--- config.mk ---
export PLATFORM = sky130hd
export DESIGN_NAME = flt_latch_top
export DESIGN_NICKNAME = d
export VERILOG_FILES = /design/src/rtl/flt_latch_pkg.sv /design/src/rtl/flt_clr_decode.sv /design/src/rtl/flt_sticky_bank.sv /design/src/rtl/flt_read_mux.sv /design/src/rtl/flt_rsp_stage.sv /design/src/rtl/flt_latch_top.sv
export SDC_FILE = /design/constraint.sdc
export NUM_CORES = 1
export LEC_CHECK = 0
export BUFFER_PORTS_ARGS = -buffer_cell sky130_fd_sc_hd__buf_4
export CORE_MARGIN = 2
export CORE_UTILIZATION = 39
export DETAILED_ROUTE_END_ITERATION = 8
export GPL_TIMING_DRIVEN = 0
export PLACE_DENSITY = 0.82
export SLEW_MARGIN = 15
export SYNTH_ARGS = -nofsm -noshare
export SYNTH_HDL_FRONTEND = slang
export SYNTH_SLANG_ARGS = --single-unit
--- constraint.sdc ---
create_clock -name clk -period 1.35 [get_ports clk]
set_input_delay 0.3375 -clock clk [delete_from_list [all_inputs] [get_ports clk]]
set_output_delay 0.3375 -clock clk [all_outputs]
set_load 0.05 [all_outputs]
--- src/rtl/flt_latch_pkg.sv ---
package flt_latch_pkg;
  localparam int WORD_W = 8;
  localparam int ADDR_W = 3;
  localparam int PAIR_W = 2 * WORD_W;

  typedef enum logic [ADDR_W-1:0] {
    RA_FLT_LO = 3'd0,
    RA_FLT_HI = 3'd1,
    RA_UV_LO  = 3'd2,
    RA_UV_HI  = 3'd3,
    RA_OV_LO  = 3'd4,
    RA_OV_HI  = 3'd5,
    RA_ADC    = 3'd6,
    RA_RSVD   = 3'd7
  } reg_addr_e;
endpackage

--- src/rtl/flt_clr_decode.sv ---
module flt_clr_decode
  import flt_latch_pkg::*;
#(
  parameter int NUM_IN = 12
) (
  input  logic              clr_stb,
  input  logic              clr_sel,
  input  logic [WORD_W-1:0] clr_mask,
  output logic [NUM_IN-1:0] clr_vec
);
  for (genvar i = 0; i < NUM_IN; i++) begin : g_bit
    localparam logic WSEL = (i >= WORD_W);
    localparam int   BPOS = i % WORD_W;
    assign clr_vec[i] = clr_stb && (clr_sel == WSEL) && clr_mask[BPOS];
  end
endmodule

--- src/rtl/flt_sticky_bank.sv ---
module flt_sticky_bank #(
  parameter int NUM_IN = 12
) (
  input  logic              clk,
  input  logic              rst_n,
  input  logic              latch_en,
  input  logic [NUM_IN-1:0] fault_in,
  input  logic [NUM_IN-1:0] clr_vec,
  output logic [NUM_IN-1:0] flt_q
);
  for (genvar i = 0; i < NUM_IN; i++) begin : g_cell
    logic set_now;
    assign set_now = latch_en && fault_in[i];
    always_ff @(posedge clk) begin
      if (!rst_n)          flt_q[i] <= 1'b0;
      else if (set_now)    flt_q[i] <= 1'b1;
      else if (clr_vec[i]) flt_q[i] <= 1'b0;
    end
  end
endmodule

--- src/rtl/flt_read_mux.sv ---
module flt_read_mux
  import flt_latch_pkg::*;
#(
  parameter int NUM_IN  = 12,
  parameter int NUM_ADC = 6
) (
  input  logic [ADDR_W-1:0]  addr,
  input  logic [NUM_IN-1:0]  flt,
  input  logic [NUM_IN-1:0]  uv,
  input  logic [NUM_IN-1:0]  ov,
  input  logic [NUM_ADC-1:0] adc,
  output logic [WORD_W-1:0]  word
);
  logic [PAIR_W-1:0] flt_p, uv_p, ov_p;
  logic [WORD_W-1:0] adc_p;

  always_comb begin
    flt_p = '0;
    uv_p  = '0;
    ov_p  = '0;
    adc_p = '0;
    flt_p[NUM_IN-1:0] = flt;
    uv_p[NUM_IN-1:0]  = uv;
    ov_p[NUM_IN-1:0]  = ov;
    adc_p[NUM_ADC-1:0] = adc;
  end

  always_comb begin
    unique case (reg_addr_e'(addr))
      RA_FLT_LO: word = flt_p[WORD_W-1:0];
      RA_FLT_HI: word = flt_p[PAIR_W-1:WORD_W];
      RA_UV_LO:  word = uv_p[WORD_W-1:0];
      RA_UV_HI:  word = uv_p[PAIR_W-1:WORD_W];
      RA_OV_LO:  word = ov_p[WORD_W-1:0];
      RA_OV_HI:  word = ov_p[PAIR_W-1:WORD_W];
      RA_ADC:    word = adc_p;
      default:   word = '0;
    endcase
  end
endmodule

--- src/rtl/flt_rsp_stage.sv ---
module flt_rsp_stage #(
  parameter int W = 8
) (
  input  logic         clk,
  input  logic         rst_n,
  input  logic         req_valid,
  output logic         req_ready,
  input  logic [W-1:0] din,
  output logic         rsp_valid,
  input  logic         rsp_ready,
  output logic [W-1:0] rsp_data
);
  logic take;
  assign req_ready = !rsp_valid || rsp_ready;
  assign take      = req_valid && req_ready;

  always_ff @(posedge clk) begin
    if (!rst_n) begin
      rsp_valid <= 1'b0;
      rsp_data  <= '0;
    end else begin
      if (take) begin
        rsp_valid <= 1'b1;
        rsp_data  <= din;
      end else if (rsp_ready) begin
        rsp_valid <= 1'b0;
      end
    end
  end
endmodule

--- src/rtl/flt_latch_top.sv ---
module flt_latch_top
  import flt_latch_pkg::*;
#(
  parameter int NUM_IN  = 12,
  parameter int NUM_ADC = 6
) (
  input  logic               clk,
  input  logic               rst_n,
  input  logic               latch_en,
  input  logic [NUM_IN-1:0]  fault_in,
  input  logic [NUM_IN-1:0]  uv_in,
  input  logic [NUM_IN-1:0]  ov_in,
  input  logic [NUM_ADC-1:0] adc_lim_in,
  input  logic               clr_stb,
  input  logic               clr_sel,
  input  logic [7:0]         clr_mask,
  input  logic               req_valid,
  output logic               req_ready,
  input  logic [2:0]         req_addr,
  output logic               rsp_valid,
  input  logic               rsp_ready,
  output logic [7:0]         rsp_data
);
  logic [NUM_IN-1:0] clr_vec;
  logic [NUM_IN-1:0] flt_q;
  logic [WORD_W-1:0] rd_word;

  flt_clr_decode #(.NUM_IN(NUM_IN)) u_clr (
    .clr_stb (clr_stb),
    .clr_sel (clr_sel),
    .clr_mask(clr_mask),
    .clr_vec (clr_vec)
  );

  flt_sticky_bank #(.NUM_IN(NUM_IN)) u_bank (
    .clk     (clk),
    .rst_n   (rst_n),
    .latch_en(latch_en),
    .fault_in(fault_in),
    .clr_vec (clr_vec),
    .flt_q   (flt_q)
  );

  flt_read_mux #(.NUM_IN(NUM_IN), .NUM_ADC(NUM_ADC)) u_mux (
    .addr(req_addr),
    .flt (flt_q),
    .uv  (uv_in),
    .ov  (ov_in),
    .adc (adc_lim_in),
    .word(rd_word)
  );

  flt_rsp_stage #(.W(WORD_W)) u_rsp (
    .clk      (clk),
    .rst_n    (rst_n),
    .req_valid(req_valid),
    .req_ready(req_ready),
    .din      (rd_word),
    .rsp_valid(rsp_valid),
    .rsp_ready(rsp_ready),
    .rsp_data (rsp_data)
  );
endmodule

==> results.txt <==
The overall power of the completed layout came out at 1420 uW. The effective utilization at floorplan is 0.418. The cell area that synthesis handed to floorplanning was 1180 um2.

The kind of launch point of the worst setup path is a flip-flop. No sink is reached through more buffers than the 2 on the longest clock path. The run gives 0.362 as the met2 capacity usage during global routing. The maximum fanout along the worst path works out to 2. The first-pass GRT wire length was 5230 um; the register bit count reported by yosys was 21.

The synthesized netlist net count was 185. The final antenna-violating net count is 0. Compared with the post-synthesis result, the final layout area differs by 50.8%. Net switching power of the design: 413 uW.

Across the VDD grid, the largest voltage drop is 0.000486 V. For the count of final max-slew check failures, the log shows 0. The analysis attributes to cell leakage a power of 0.000799 uW. The critical path goes through nor2b_4 -> inv_4 -> buf_8.

The number of hold violations in the final report is 0. The final-layout setup total negative slack came out at 0 ps. The post-DP HPWL is 2610 um. The run gives 0 as the number of inserted diodes. The initial antenna violation count is 0. The internal portion of the total power is 1010 uW.

The tools report the sink of the worst hold path as u_rsp.rsp_valid. The met3 global-route usage is 0.0262. Clock tree synthesis inserted a total of 3 buffers. The worst-skew pair later-pin latency was 300 ps. The total number of H-tree levels came out at 1.

The register area share after synthesis came out at 0.356. For this run, the detailed router's first-pass iteration total came to 4. The top cell types in the final layout, fill and taps aside, are sky130_fd_sc_hd__buf_4 (67), sky130_fd_sc_hd__dfxtp_1 (20), sky130_fd_sc_hd__nor2b_1 (18). Hold timing on the final database bottoms out at a slack of 266 ps. 70 I/O pins were placed. The tool flagged a number of max-cap violations equal to 0.

Routability congestion estimate: 0.947. The flow ran to the end, and the final reports show no timing, DRC or antenna violations. Using the TritonRoute via totals, the vias-per-cell ratio works out to 5.48. The total area inside the core boundary comes to 2830 um2. The logs give 19 for the cell row count and 0 for the number of setup violations in the final report. Height of the die: 59.1 um. The library cell used most frequently in the layout, excluding fill and tap cells, is sky130_fd_sc_hd__buf_4. In this run the clock root is driven by a sky130_fd_sc_hd__clkbuf_4.

The number of remaining DRC errors came out at 0. The critical path data required time was 1010 ps; the headroom to the max-slew limit was 0.702. The die area came out at 3490 um2. The worst register-to-register path ends at u_rsp.rsp_data[2].

Entering global routing, the biggest net connects 13 pins. The worst register-to-register path begins at u_rsp.rsp_valid. The final clock period utilization by the worst path is 0.980.

For the post-route cell area, the log shows 1780 um2. The end-of-flow core utilization is 0.630, and the via count of the first global-routing pass is 1236. The clock arrives with 7.73 ps of skew. The number of DRC markers after the initial detailed-route iteration came out at 48. The tools report the critical path capture point type as a primary output. In the final routed layout, each cell accounts on average for 14.2 um.

The run gives 0.217 as the proportion of power drawn by the clock network. TritonCTS built the clock tree. At the pin with the least slew margin, the transition time is 447 ps. The worst hold path belongs to the class input pin to flip-flop.

The routed design has 3240 um of wire. The floorplan step set the die width to 59.1 um. In the synthesized netlist, the number of instances is 125. The fraction of layout cells with a size suffix above 1 was 0.431. After clock tree synthesis, the flow added hold-fix buffers numbering 0.

After detailed placement, the total cell area comes to 1730 um2. Setup repair after global routing could not meet its margin everywhere. For the global-route met1 utilization, the log shows 0.227. For this run, the post-layout net count is 258. Worst-path cell with the longest stage delay: sky130_fd_sc_hd__dfxtp_2.

For this block, the via count after detailed routing is 1249. The logs give 0.195 for the total routing resource utilization after global routing and 0 for the number of warnings printed during yosys synthesis. Depth of the worst register-to-register path: 6. The startpoint identified for the worst hold timing path is req_valid. STA puts the critical path data arrival time at 990 ps. By startpoint and endpoint, the worst setup path is classified as flip-flop to primary output.

The reg-to-reg setup timing slack is 110 ps, and the number of cells on the worst hold path is 2. The clock-pin slew on the worst setup and hold paths works out to 120 ps. For this run, the top clock speed supported by timing is 0.756 GHz. The combinational share of power came out at 0.305. Quantity of I/O buffers inserted on ports: 66. Counting distinct cell types in the post-synthesis netlist gives 26. The post-layout minimum cycle time was 1320 ps; the areal power density over the cells was 795 nW/um2. The switching share of power was 0.291; the residual overflow from global routing was 0. The run gives 0.478 as the share of power burned in registers. The number of clock sinks seen by CTS came out at 21. Averaged over all synthesized cells, the footprint is 9.46 um2. For this run, the slowest stage of the critical path takes 340 ps.

The global-route layer with the greatest usage is met2.
layout make-up:
type	instances	area, um2
Fill cell	248	1050
Multi-Input combinational cell	94	706
Timing Repair Buffer	68	518
Sequential cell	21	422
Buffer	8	61.3
Tap cell	31	38.8
Clock buffer	3	22.5
Inverter	2	10.0
Clock inverter	1	5.00
how the worst max path moves through the flow:
stage                         start                 to  slack (ps)  cells past startpoint
floorplan           u_rsp.rsp_valid  u_rsp.rsp_data[0]          50                      5
global placement        req_addr[1]  u_rsp.rsp_data[3]         -10                      5
detailed placement      req_addr[0]  u_rsp.rsp_data[0]         -90                      6
CTS                 u_rsp.rsp_valid          req_ready           3                      3
global route        u_rsp.rsp_valid          req_ready         -20                      3
finish              u_rsp.rsp_valid          req_ready          30                      3
logic make-up (layout without fill, tap and decap cells):
| family | after synthesis | count (layout) | share of synthesized area |
|---|---|---|---|
| simple gates | 47 | 47 | 0.230 |
| compound gates | 35 | 35 | 0.234 |
| buf+inv | 10 | 82 | 0.0582 |
| flops | 21 | 21 | 0.356 |
| mux | 12 | 12 | 0.123 |
registers in the layout, summed over array words and instances (netlist names):
signal	cells
u_bank.flt_q	12
u_rsp.rsp_valid	1
u_rsp.rsp_data	8
synth_stat cells:
cell type / count / area, um2
sky130_fd_sc_hd__o21ai_1: 1 / 5.00
sky130_fd_sc_hd__a22oi_1: 16 / 120
sky130_fd_sc_hd__buf_6: 4 / 45.0
sky130_fd_sc_hd__nor2_1: 4 / 15.0
sky130_fd_sc_hd__a221oi_2: 1 / 15.0
sky130_fd_sc_hd__a221oi_1: 3 / 26.3
sky130_fd_sc_hd__dfxtp_1: 21 / 420
sky130_fd_sc_hd__mux4_2: 2 / 45.0
sky130_fd_sc_hd__or2b_1: 1 / 7.51
sky130_fd_sc_hd__inv_1: 2 / 7.51
sky130_fd_sc_hd__o21ai_0: 3 / 15.0
sky130_fd_sc_hd__nor2b_4: 1 / 13.8
sky130_fd_sc_hd__nor3b_1: 1 / 7.51
sky130_fd_sc_hd__and2_1: 1 / 6.26
sky130_fd_sc_hd__nand4_1: 1 / 6.26
sky130_fd_sc_hd__o2bb2ai_1: 6 / 52.6
sky130_fd_sc_hd__and2b_1: 1 / 7.51
sky130_fd_sc_hd__clkbuf_1: 3 / 11.3
sky130_fd_sc_hd__a22o_1: 4 / 35.0
sky130_fd_sc_hd__mux2i_1: 10 / 100
sky130_fd_sc_hd__nand3_1: 5 / 25.0
sky130_fd_sc_hd__o21a_1: 1 / 7.51
sky130_fd_sc_hd__buf_2: 1 / 5.00
sky130_fd_sc_hd__nand3b_1: 4 / 30.0
sky130_fd_sc_hd__nor2b_1: 19 / 119
sky130_fd_sc_hd__nand2_1: 9 / 33.8
power groups by stage:
stage	Combinational (uW)	Clock, uW	Sequential, uW
finish	433	307	678
global route	468	343	683
CTS	430	315	678
detailed placement	425	0	692
global placement	416	0	691
floorplan	187	0	733
metal layers:
layer,wire length [um],part of all wire,vias to the layer above
met5,0,0,-
met4,39,0.012,0
met3,228,0.070,4
met2,1600,0.49,52
met1,1370,0.42,580
li1,-,-,613
per-stage QoR:
stage	instances	setup slack, ps
floorplan	125	49.8
global placement	222	-14.2
detailed placement	222	-87.3
CTS	227	2.61
global route	228	-18.2
finish	228	27.2
critical path, delay by kind of cell (launching register included):
| family | cells | cell delay, ps |
|---|---|---|
| simple gates | 1 | 160 |
| flops | 1 | 340 |
| buf+inv | 2 | 180 |
what timing repair did:
action / 4_1_cts / 5_1_grt
buffers inserted: 1 / 1
cloned: 0 / 0
gates resized for setup: 1 / 2
setup endpoints to repair: 1 / 5
(Power assumes the default switching activity.)
